[src/rtl/dac_code_latch_pkg.sv]
package dac_code_latch_pkg;

    // Geometry of the register bank
    localparam int NIB_W    = 4;
    localparam int NIB_CNT  = 3;
    localparam int WORD_W   = NIB_W * NIB_CNT;
    localparam int SEL_W    = NIB_CNT + 1;
    localparam int XFER_IDX = NIB_CNT;

    // Decoded, active-high strobes
    typedef struct packed {
        logic               xfer;
        logic [NIB_CNT-1:0] load;
    } strobe_t;

    typedef logic [WORD_W-1:0] word_t;
    typedef logic [NIB_W-1:0]  nib_t;

    // Turn active-low chip select and selects into active-high strobes
    function automatic strobe_t decode_strobes(input logic cs_n_i,
                                               input logic [SEL_W-1:0] sel_n_i);
        strobe_t s;
        s.xfer = ~cs_n_i & ~sel_n_i[XFER_IDX];
        for (int k = 0; k < NIB_CNT; k++) begin
            s.load[k] = ~cs_n_i & ~sel_n_i[k];
        end
        return s;
    endfunction

    // Extract nibble k of a word
    function automatic nib_t nibble_of(input word_t w, input int k);
        return w[k*NIB_W +: NIB_W];
    endfunction

endpackage

[src/rtl/dcl_strobe_dec.sv]
module dcl_strobe_dec
    import dac_code_latch_pkg::*;
(
    input  logic             cs_n,
    input  logic [SEL_W-1:0] sel_n,
    output strobe_t          strobes
);

    always_comb begin
        strobes = decode_strobes(cs_n, sel_n);
    end

endmodule

[src/rtl/dcl_nibble_reg.sv]
module dcl_nibble_reg #(
    parameter int W = 4
) (
    input  logic         clk,
    input  logic         rst,
    input  logic         load,
    input  logic [W-1:0] d,
    output logic [W-1:0] q
);

    always_ff @(posedge clk) begin
        if (rst) begin
            q <= '0;
        end else if (load) begin
            q <= d;
        end
    end

endmodule

[src/rtl/dcl_out_reg.sv]
module dcl_out_reg #(
    parameter int W = 12
) (
    input  logic         clk,
    input  logic         rst,
    input  logic         xfer,
    input  logic [W-1:0] staged_next,
    output logic [W-1:0] code
);

    // Output rank: fed only from the staging rank (including this cycle's writes)
    always_ff @(posedge clk) begin
        if (rst) begin
            code <= '0;
        end else if (xfer) begin
            code <= staged_next;
        end
    end

endmodule

[src/rtl/dac_code_latch.sv]
module dac_code_latch
    import dac_code_latch_pkg::*;
(
    input  logic              clk,
    input  logic              rst,
    input  logic              cs_n,
    input  logic [SEL_W-1:0]  sel_n,
    input  logic [WORD_W-1:0] din,
    output logic [WORD_W-1:0] code_out
);

    strobe_t strobes;
    word_t   rank1_word;
    word_t   rank1_next;

    dcl_strobe_dec u_dec (
        .cs_n    (cs_n),
        .sel_n   (sel_n),
        .strobes (strobes)
    );

    // Staging rank: one register per nibble, each fed from its own bus slice
    for (genvar k = 0; k < NIB_CNT; k++) begin : g_nib
        nib_t slice_in;
        nib_t slice_q;

        assign slice_in = din[k*NIB_W +: NIB_W];

        dcl_nibble_reg #(.W(NIB_W)) u_nib (
            .clk  (clk),
            .rst  (rst),
            .load (strobes.load[k]),
            .d    (slice_in),
            .q    (slice_q)
        );

        assign rank1_word[k*NIB_W +: NIB_W] = slice_q;
        // Flow-through view: a nibble written this cycle reaches the output rank at once
        assign rank1_next[k*NIB_W +: NIB_W] = strobes.load[k] ? slice_in : slice_q;
    end

    dcl_out_reg #(.W(WORD_W)) u_out (
        .clk         (clk),
        .rst         (rst),
        .xfer        (strobes.xfer),
        .staged_next (rank1_next),
        .code        (code_out)
    );

endmodule

[config.mk]
export PLATFORM = sky130hd
export DESIGN_NAME = dac_code_latch
export DESIGN_NICKNAME = d
export VERILOG_FILES = /design/src/rtl/dac_code_latch_pkg.sv /design/src/rtl/dcl_strobe_dec.sv /design/src/rtl/dcl_nibble_reg.sv /design/src/rtl/dcl_out_reg.sv /design/src/rtl/dac_code_latch.sv
export SDC_FILE = /design/constraint.sdc
export NUM_CORES = 1
export LEC_CHECK = 0
export BUFFER_PORTS_ARGS = -buffer_cell sky130_fd_sc_hd__buf_2
export CORE_MARGIN = 3
export CORE_UTILIZATION = 45
export CTS_CLUSTER_DIAMETER = 200
export DETAILED_ROUTE_END_ITERATION = 16
export PLACE_DENSITY = 0.7
export REMOVE_ABC_BUFFERS = 1
export SYNTH_ARGS = -nofsm -noshare
export SYNTH_HDL_FRONTEND = slang
export SYNTH_SLANG_ARGS = --single-unit
[constraint.sdc]
create_clock -name clk -period 0.9 [get_ports clk]
set_input_delay 0 -clock clk [delete_from_list [all_inputs] [get_ports clk]]
set_output_delay 0 -clock clk [all_outputs]
set_load 0.02 [all_outputs]
==> results.cfg <==
[sta]
hold_violations = 0
worst_pin_slew_ps = 792.4
period_minus_slack_ps = 847.0
max_slew_margin_pct = 46.98
clock_skew_ps = 9.097
slew_viol_final = 0
setup_violations = 0
period_share_pct = 94.11
setup_tns_ps = 0
fmax_mhz = 1181
rsz0062_at_grt = false

[critical_path]
critical_path_class = in2reg
cp_slowest_cell = dlygate4sd3_1
crit_path_cell_trace = dlygate4sd3_1 > buf_2 > or3b_1 > a21oi_1
path_buf_inv = 2
cp-startpoint = din[7]
start_kind = input pin
endpoint = g_nib[1].u_nib.q[3]
rr_startpoint = u_out.code[10]
r2r_setup_slack_ps = 100
reg2reg_depth = 2
path_delay_family = buffers and inverters
critPathCaptureType = flop
max_stage_delay_ps = 540
cp_data_arrival_time_ps = 1100
critPathMaxFanout = 2
cp.depth = 4
worst_ep_required_time_ps = 1150
rr_endpoint = u_out.code[10]

[yosys]
ys_types = 12
synth_top_area_share_pct = 43.59
synth_cells = 108
seq_area_frac_synth_pct = 43.59
netlist_top_cells_area = dfxtp_1 (44%), mux2i_1 (11%), o21ba_2 (11%)
syn_area_per_cell_um2 = 10.21
yosys.area.top_type = dfxtp_1
ys_ff_latch = 24
yosys_warnings = 0
netlist_area_um2 = 1102

[place]
port_buffers = 30
globalplace.congestion = 0.6534
dp_hpwl_mm = 1.535
placed_area_um2 = 1262
dp_cells = 160

[hold_path]
hold_depth = 3
holdCritPathClass = in2reg

[power_and_ir_drop]
p_leak_nw = 0.5816
total_power_mw = 2.329
ir_worst_vdd_uv = 1303
power_density_nw_per_um2 = 1659

[drt]
final_antenna_net_count = 0
num_vias = 926
drtIter0Drc = 4
drc_errors = 0
drt_wl_total_mm = 2.296
wl_per_cell_um = 13.35
viasPerCell = 5.384
firstDrtPassIters = 4

[flow_run]
cap_violations = 0

[clocking]
path_clk_slew_ps = 120
cts_buffers = 3
ctsHtreeMaxLevel = 1
cts_tree = built
clockRootBuffer = clkbuf_4
cts.path.max_buffers = 2
cts.sinks = 24
clock_latency_ps = 320

[final_layout]
nets = 164
stdcell_area_um2 = 1404
stdcell_count = 172
utilization_pct = 61.68
fillers = 194
layout-drive-gt1-share_pct = 38.19
synthToLayoutAreaGrowth_pct = 27.36
num_antenna_cells = 0

[die]
core_area_um2 = 2276
die_y_um = 55.50
num_rows = 17
start_util_pct = 48.43
fp.dieArea_um2 = 3080
fp.dieW_um = 55.50
ios = 31

[grt]
grt_pass1_wl_mm = 3.774
grt_usage_pct = 15.35
antenna_found_initial = 0
grt_pass1_vias = 857
overflow = 0
grt_max_degree = 25

[outcome]
status = complete, no violations
metrics by stage:
step	hold WS (ps)	setup slack [ps]
final	21.56	52.98
after global routing	21.34	8.487
after CTS	0.4977	31.67
after detailed placement	354.3	-138.8
after global placement	350.6	-103.6
after floorplan	69.07	48.72
registers in the layout (all words and copies together), names as in the netlist:
name           flops
g_nib.u_nib.q     12
u_out.code        12
layer usage:
| layer | vias up | GRT usage (%) | wire, µm | part of all wire, % |
|---|---|---|---|---|
| li1 | 475 | - | - | - |
| met1 | 430 | 16.86 | 974 | 42 |
| met2 | 19 | 27.36 | 1175 | 51 |
| met3 | 2 | 5.841 | 124 | 5.4 |
| met4 | 0 | 4.167 | 21 | 0.91 |
| met5 | - | 0 | 0 | 0 |
synthesized netlist by cell type:
master,instances
o21ai_0,12
a211oi_1,12
dfxtp_1,24
or3b_2,2
mux2i_1,12
clkbuf_1,4
buf_6,2
o21ba_2,12
a21oi_1,12
buf_2,5
or3b_1,10
nor2_1,1
report_power, final:
group | total, mW | switching [mW] | internal, mW
logic | 0.405 | 0.201 | 0.204
clock network | 0.776 | 0.326 | 0.450
registers | 1.15 | 0.0256 | 1.12
total | 2.33 | 0.552 | 1.78
worst reg2reg max path: cells and delay by family, from the launching register on:
kind            cells  cell delay (ps)
compound gates      2              370
flops               1              360
kinds of logic after synthesis:
logic type,Yosys count,share of synthesized area (%)
AOI/OAI and AO/OA,48,29.97
buffers and inverters,11,5.674
DFF,24,43.59
muxes,12,10.90
and+or+nand+nor,13,9.875
cell type report:
class / count / area (µm²) / area share [%]
Multi-Input combinational cell: 73 / 564.3 / 40.20
Timing Repair Buffer: 43 / 270.3 / 19.25
Clock inverter: 1 / 30.03 / 2.139
Tap cell: 28 / 35.03 / 2.496
Clock buffer: 3 / 22.52 / 1.604
Sequential cell: 24 / 481.7 / 34.31
cell usage in the layout, fill, tap and decap left out, types with 2 or more instances in the layout:
cell,Yosys,final
buf_2,5,29
dfxtp_1,24,23
mux2i_1,12,12
o21ba_2,12,12
o21ai_0,12,12
a21oi_1,12,12
a211oi_1,12,11
or3b_1,10,10
dlygate4sd3_1,0,8
buf_4,0,6
clkbuf_4,0,3
or3b_2,2,2
how the worst min path moves through the flow:
stage	startpoint	end	slack, ps
6_report	din[5]	g_nib[1].u_nib.q[1]	20
3_3_place_gp	din[2]	g_nib[0].u_nib.q[2]	350
2_1_floorplan	rst	g_nib[0].u_nib.q[0]	70
4_1_cts	din[6]	g_nib[1].u_nib.q[2]	0.5
5_1_grt	din[2]	g_nib[0].u_nib.q[2]	20
3_5_place_dp	din[4]	u_out.code[4]	350
what timing repair did:
| action | in CTS | in global routing |
|---|---|---|
| hold buffers | 5 | 3 |
| gates resized for setup | 0 | 3 |
| setup buffers | 0 | 0 |
| endpoints found under the setup margin | 0 | 3 |
| endpoints found under the hold margin | 6 | 3 |
No activity file was read; power rests on OpenSTA's default activity.
